## src/rtl/sar_readout_ctrl.sv

```systemverilog
module sar_readout_ctrl #(
  parameter int WIDTH     = 16,
  parameter int NDEV      = 2,
  parameter int HALF      = 2,
  parameter int CNV_PULSE = 3,
  parameter int CONV_WAIT = 24,
  parameter int TO_W      = 16,
  parameter int OVR_W     = 8
) (
  input  logic                                 clk,
  input  logic                                 rst_n,
  input  logic                                 start,
  input  logic [1:0]                           link_mode,
  input  logic [1:0]                           sdi_wiring,
  input  logic                                 busy_en,
  input  logic [TO_W-1:0]                      timeout_cyc,
  input  logic                                 reg_req,
  input  logic                                 sdo,
  output logic                                 cnv,
  output logic                                 cs_n,
  output logic                                 sclk,
  output logic                                 sdi_o,
  output logic                                 data_valid,
  output logic [WIDTH-1:0]                     data_out,
  output logic [$clog2(NDEV>1?NDEV:2)-1:0]     sample_idx,
  output logic                                 active,
  output logic                                 timeout_err,
  output logic [OVR_W-1:0]                     overrun_cnt,
  output logic                                 reg_grant,
  output logic                                 reg_reject
);
  localparam int DW = $clog2(NDEV > 1 ? NDEV : 2);
  localparam int BW = $clog2(WIDTH*NDEV + 1);
  localparam int WW = $clog2(WIDTH);
  localparam int HW = $clog2(2*HALF + 1);
  localparam logic [TO_W-1:0] PULSE_L = TO_W'(CNV_PULSE);
  localparam logic [TO_W-1:0] WAIT_L  = TO_W'(CONV_WAIT - 1);
  localparam logic [BW-1:0]   TOT_ALL = BW'(WIDTH*NDEV);
  localparam logic [BW-1:0]   TOT_ONE = BW'(WIDTH);
  localparam logic [WW-1:0]   WLAST   = WW'(WIDTH - 1);
  localparam logic [HW-1:0]   HSLOW   = HW'(2*HALF - 1);
  localparam logic [HW-1:0]   HFAST   = HW'(HALF - 1);
  localparam logic [1:0] M_THREE = 2'd0, M_CHAIN = 2'd2;
  localparam logic [1:0] W_HOST = 2'd0, W_HIGH = 2'd1, W_LOW = 2'd2;

  typedef enum logic [1:0] {S_IDLE, S_CONV, S_READ} st_t;

  st_t              st;
  logic [1:0]       mode_q, wir_q;
  logic             bsy_q, sclk_r, sdo_q, valid_r, err_r, grant_r, rej_r;
  logic [TO_W-1:0]  to_q, tmr;
  logic [HW-1:0]    div;
  logic [BW-1:0]    bits;
  logic [WW-1:0]    wcnt;
  logic [DW-1:0]    dev, idx_r;
  logic [WIDTH-1:0] shr, dout_r;
  logic [OVR_W-1:0] ovr_r;

  wire is_three = (mode_q == M_THREE);
  wire is_chain = (mode_q == M_CHAIN);
  wire need_sdi = is_three | is_chain;
  wire [HW-1:0] half_m1 = is_chain ? HSLOW : HFAST;
  wire [BW-1:0] total   = is_chain ? TOT_ALL : TOT_ONE;

  assign cnv   = (st == S_CONV && (!is_three || tmr < PULSE_L)) || (st == S_READ && !is_three);
  assign cs_n  = (st == S_READ) ? 1'b0 : (st == S_CONV && wir_q == 2'd3) ? need_sdi : 1'b1;
  assign sdi_o = (st == S_IDLE) ? 1'b1 : need_sdi;

  logic sdi_seen;
  always_comb begin
    case (wir_q)
      W_HOST:  sdi_seen = sdi_o;
      W_HIGH:  sdi_seen = 1'b1;
      W_LOW:   sdi_seen = 1'b0;
      default: sdi_seen = cs_n;
    endcase
  end

  wire fall_e = sdo_q & ~sdo;
  wire rise_e = ~sdo_q & sdo;
  wire eoc = is_three ? (fall_e & sdi_seen & ~cnv)
           : is_chain ? (rise_e & sdi_seen & cnv)
           :            (fall_e & ~sdi_seen & cnv);
  wire go_rd  = (st == S_CONV) && (bsy_q ? eoc : (tmr == WAIT_L));
  wire to_hit = (st == S_CONV) && bsy_q && !eoc && (tmr == to_q);
  wire reg_ok = (sdi_wiring == W_HOST) && (st == S_IDLE);

  always_ff @(posedge clk or negedge rst_n) begin
    if (!rst_n) begin
      st <= S_IDLE; mode_q <= '0; wir_q <= '0; bsy_q <= 1'b0; to_q <= '0; tmr <= '0;
      div <= '0; bits <= '0; wcnt <= '0; dev <= '0; idx_r <= '0; shr <= '0; dout_r <= '0;
      sclk_r <= 1'b0; sdo_q <= 1'b0; valid_r <= 1'b0; err_r <= 1'b0; ovr_r <= '0;
      grant_r <= 1'b0; rej_r <= 1'b0;
    end else begin
      sdo_q   <= sdo;
      valid_r <= 1'b0;
      grant_r <= reg_req && reg_ok;
      rej_r   <= reg_req && !reg_ok;
      if (start && st != S_IDLE && ovr_r != '1) ovr_r <= ovr_r + OVR_W'(1);
      case (st)
        S_IDLE: if (start) begin
          st <= S_CONV; mode_q <= link_mode; wir_q <= sdi_wiring;
          bsy_q <= busy_en; to_q <= timeout_cyc; tmr <= '0; err_r <= 1'b0;
        end
        S_CONV: begin
          tmr <= tmr + TO_W'(1);
          if (go_rd) begin
            st <= S_READ; div <= '0; bits <= '0; wcnt <= '0; dev <= '0; sclk_r <= 1'b0;
          end else if (to_hit) begin
            err_r <= 1'b1; st <= S_IDLE;
          end
        end
        S_READ: begin
          if (div == half_m1) begin
            div    <= '0;
            sclk_r <= ~sclk_r;
            if (!sclk_r) begin
              shr  <= {shr[WIDTH-2:0], sdo};
              bits <= bits + BW'(1);
              if (wcnt == WLAST) begin
                wcnt <= '0; valid_r <= 1'b1; dout_r <= {shr[WIDTH-2:0], sdo};
                idx_r <= dev; dev <= dev + DW'(1);
              end else begin
                wcnt <= wcnt + WW'(1);
              end
            end else if (bits == total) begin
              st <= S_IDLE;
            end
          end else begin
            div <= div + HW'(1);
          end
        end
        default: st <= S_IDLE;
      endcase
    end
  end

  assign sclk        = sclk_r;
  assign data_valid  = valid_r;
  assign data_out    = dout_r;
  assign sample_idx  = idx_r;
  assign active      = (st != S_IDLE);
  assign timeout_err = err_r;
  assign overrun_cnt = ovr_r;
  assign reg_grant   = grant_r;
  assign reg_reject  = rej_r;


  sclk_idle_chk: assert property (@(posedge clk) disable iff (!rst_n) cs_n |-> !sclk);

  valid_in_read_chk: assert property (@(posedge clk) disable iff (!rst_n) data_valid |-> !cs_n);

  overrun_step_chk: assert property (@(posedge clk) disable iff (!rst_n)
    (start && active && overrun_cnt != '1) |=> overrun_cnt == $past(overrun_cnt) + OVR_W'(1));

  grant_host_chk: assert property (@(posedge clk) disable iff (!rst_n)
    reg_grant |-> ($past(sdi_wiring) == W_HOST && !reg_reject));

  timeout_idle_chk: assert property (@(posedge clk) disable iff (!rst_n) $rose(timeout_err) |-> !active);

  three_cnv_low_chk: assert property (@(posedge clk) disable iff (!rst_n)
    (sclk && mode_q == M_THREE) |-> !cnv);
endmodule

```

## config.mk

```make
export PLATFORM = sky130hd
export DESIGN_NAME = sar_readout_ctrl
export DESIGN_NICKNAME = d
export VERILOG_FILES = /design/src/rtl/sar_readout_ctrl.sv
export SDC_FILE = /design/constraint.sdc
export NUM_CORES = 1
export LEC_CHECK = 0
export BUFFER_PORTS_ARGS = -buffer_cell sky130_fd_sc_hd__buf_2
export CORE_UTILIZATION = 55
export CTS_CLUSTER_SIZE = 10
export DETAILED_ROUTE_END_ITERATION = 8
export GPL_TIMING_DRIVEN = 0
export PLACE_DENSITY_LB_ADDON = 0.2
export RECOVER_POWER = 25
export SETUP_SLACK_MARGIN = 0.1
export SLEW_MARGIN = 40
export SYNTH_ARGS = -nofsm -noshare
export SYNTH_HDL_FRONTEND = slang
export SYNTH_SLANG_ARGS = --single-unit
```

## constraint.sdc

```tcl
create_clock -name clk -period 2.66 [get_ports clk]
set_clock_uncertainty 0.2 [all_clocks]
set_input_delay 0.266 -clock clk [delete_from_list [all_inputs] [get_ports clk]]
set_output_delay 0.266 -clock clk [all_outputs]
set_load 0.05 [all_outputs]
```

==> flow_summary.json <==
{
  "yosys_register_bits": 99,
  "final_antenna_net_count": 0,
  "initial_utilization": 0.563,
  "grt_overflow": 0,
  "dp_hpwl_mm": 6.27,
  "stdcell_count": 630,
  "htree_levels": 3,
  "vias_per_cell": 5.47,
  "synthAdderAreaFrac": 0.0163,
  "worst-slew-pin-transition_ns": 1.24,
  "p_seq_frac": 0.548,
  "fmax_mhz": 402,
  "rows": 33,
  "drv_slew": 0,
  "layout-drive-gt1-share": 0.250,
  "r2r-end": "wcnt[0]$_DFFE_PN0P_",
  "grt_pass1_vias": 3325,
  "filler_cell_count": 665,
  "clockBufferDepth": 2,
  "setup_tns_ns": 0,
  "root_buffer": "clkbuf_8",
  "gp_congestion": 0.885,
  "cts_made_buffers": 9,
  "async_flop_share": 1.00,
  "min_to": "overrun_cnt[0]$_DFFE_PN0P_",
  "synthesis.area_mm2": 0.00460,
  "synth_top_family_by_area": "simple AND/OR/NAND/NOR gates",
  "required_ns": 2.19,
  "min-delay-start": "start",
  "synth-compound-area-share": 0.0894,
  "cts.clk_slew.worst_paths_ns": 0.09,
  "period_needed_ns": 2.49,
  "power.density_mw_per_mm2": 541,
  "report.final.hold_viol_count": 0,
  "fp.dieArea_mm2": 0.00874,
  "power_w": 0.00298,
  "critical_path_class": "reg2out",
  "power_switching_w": 0.000922,
  "yosysSeqAreaShare": 0.538,
  "syn-mean-instance-area_um2": 10.9,
  "syn_inst": 424,
  "outcome": "finished, final reports clean",
  "rr_worst_depth": 7,
  "worstSetupEndpointType": "output pin",
  "synth_edf_count": 0,
  "crit_fanout": 5,
  "synth.area.mux_share": 0.105,
  "grt_max_degree": 52,
  "grt_usage": 0.227,
  "clkPwrFrac": 0.316,
  "ir_worst_vdd_mv": 0.639,
  "yosys.area_share.simple": 0.170,
  "core_area_mm2": 0.00818,
  "clock_latency_ns": 0.37,
  "totalWireLength_mm": 8.97,
  "clkSinkCount": 99,
  "crit_arrival_ns": 2.02,
  "die_h_um": 93.5,
  "routedWlPerCell_um": 14.2,
  "antenna_found_initial": 0,
  "crit_path_start_kind": "flip-flop",
  "area_growth_syn_to_layout_pct": 19.6,
  "syn-num-nets": 456,
  "max-slew-margin-rel": 0.176,
  "mostFrequentLayoutCell": "dfrtp_1",
  "power_frac_comb": 0.136,
  "yosys_warnings": 0,
  "yosysUniqueCellTypes": 53,
  "fp.dieW_um": 93.5,
  "final_cell_mix": "99 x dfrtp_1, 78 x nand2_1, 59 x buf_2",
  "maxCapViolations": 0,
  "intPower_w": 0.00206,
  "finalCritPeriodShare": 0.934,
  "dp_cells": 589,
  "rr_startpoint": "tmr[3]$_DFFE_PN0P_",
  "r2r_slack_ns": 0.34,
  "finalSetupViolCount": 0,
  "holdWs_ns": 0.118,
  "vias": 3445,
  "synth_flop_cell": "dfrtp_1",
  "setup_slack_ns": 0.175,
  "rsz0062_at_grt": "no",
  "hold_depth": 3,
  "tritoncts": "done",
  "grt_pass1_wl_mm": 15.5,
  "portBuffers": 59,
  "ioPinCount": 60,
  "min_path_type": "in2reg",
  "firstDrtPassIters": 4,
  "pre_cts_ws_ns": 0.356,
  "antenna-diode-count": 0,
  "dr.first_iter.drc_count": 115,
  "leakage_nw": 2.71,
  "drc_errors": 0,
  "power.share.switching": 0.310,
  "synthXorXnorAreaFrac": 0.0495,
  "finalNetCount": 552
}
-- repair_timing --
| item | CTS | global route |
|---|---|---|
| hold endpoints to repair | 124 | 0 |
| hold buffers | 25 | 0 |
| endpoints found under the setup margin | 0 | 2 |
| resized for setup | 0 | 3 |
| buffers inserted | 0 | 0 |
-- metal layers --
layer | share of wire | vias up | GRT usage
li1 | - | 1674 | -
met1 | 0.46 | 1669 | 0.303
met2 | 0.48 | 90 | 0.378
met3 | 0.038 | 12 | 0.0358
met4 | 0.014 | 0 | 0.0795
met5 | 0 | - | 0
-- how the worst max path moves through the flow --
stage / startpoint / endpoint / cells past startpoint
2_1_floorplan: tmr[0]$_DFFE_PN0P_ / cnv / 3
3_3_place_gp: rst_n / overrun_cnt[4]$_DFFE_PN0P_ / 1
3_5_place_dp: tmr[3]$_DFFE_PN0P_ / wcnt[0]$_DFFE_PN0P_ / 7
4_1_cts: tmr[0]$_DFFE_PN0P_ / cnv / 4
5_1_grt: tmr[0]$_DFFE_PN0P_ / cnv / 4
6_report: tmr[0]$_DFFE_PN0P_ / cnv / 4
-- critical path: stages, from the launching register on --
cell	delay, ns
dfrtp_1	0.43
ha_1	0.27
or4_4	0.50
o22ai_1	0.20
clkbuf_4	0.27
-- area by class of cell --
type	count	area [µm²]	area share
plain buffers	17	103	0.0186
clock buffers	9	124	0.0225
multi-input cells	296	1980	0.360
flip-flops and latches	99	2480	0.450
inverters	12	45.0	0.00818
clock inverters	7	70.1	0.0127
repair buffers	85	574	0.104
well taps	105	131	0.0239
-- power by group through the flow --
stage	Combinational (W)	Sequential, W	Clock (W)
after global placement	0.000371	0.00166	0
final	0.000404	0.00163	0.000941
after detailed placement	0.000384	0.00166	0
after floorplan	0.0000806	0.00183	0
after CTS	0.000411	0.00163	0.000960
after global routing	0.000438	0.00165	0.00101
-- through the flow --
| step | utilization | area, µm² |
|---|---|---|
| after global placement | 0.615 | 5030 |
| after floorplan | - | 4600 |
| after global routing | 0.673 | 5510 |
| after CTS | 0.674 | 5510 |
| final | 0.673 | 5510 |
| after detailed placement | 0.620 | 5070 |
-- cells in the mapped netlist (2+ instances only) --
cell,count,area share
dfrtp_1,99,0.54
nand2_1,78,0.064
mux2_2,29,0.071
nand3_1,21,0.023
o21ai_0,21,0.023
xnor2_1,21,0.040
nor2_1,16,0.013
a21oi_1,13,0.014
inv_1,12,0.0098
mux2_4,9,0.029
nand4_1,9,0.012
clkbuf_1,7,0.0057
nor2b_1,7,0.0095
ha_1,6,0.016
o31ai_1,5,0.0082
xor2_1,5,0.0095
and2_1,4,0.0054
nor3_1,4,0.0043
nor4_1,4,0.0054
o22ai_1,4,0.0054
a31oi_1,3,0.0041
buf_2,3,0.0033
buf_6,3,0.0073
o211ai_1,3,0.0049
and3_1,2,0.0027
buf_1,2,0.0016
mux2i_1,2,0.0043
nand2b_1,2,0.0027
nor4_2,2,0.0054
o31a_1,2,0.0038
o41ai_1,2,0.0038
or3_1,2,0.0027
or4_1,2,0.0033
-- registers in the layout, summed over array words and instances, names as in the netlist, 2 cells and up --
register	cells
data_out	16
tmr	16
to_q	16
shr	15
overrun_cnt	8
bits	6
wcnt	4
div	3
mode_q	2
st	2
wir_q	2
-- logic make-up (layout without fill, tap and decap cells) --
group / Yosys count / count (layout)
mux: 40 / 40
compound gates: 62 / 62
xor+xnor: 26 / 26
buf+inv: 29 / 130
simple gates: 162 / 162
fa+ha+maj: 6 / 6
flops: 99 / 99
No activity file was read; power rests on OpenSTA's default activity.
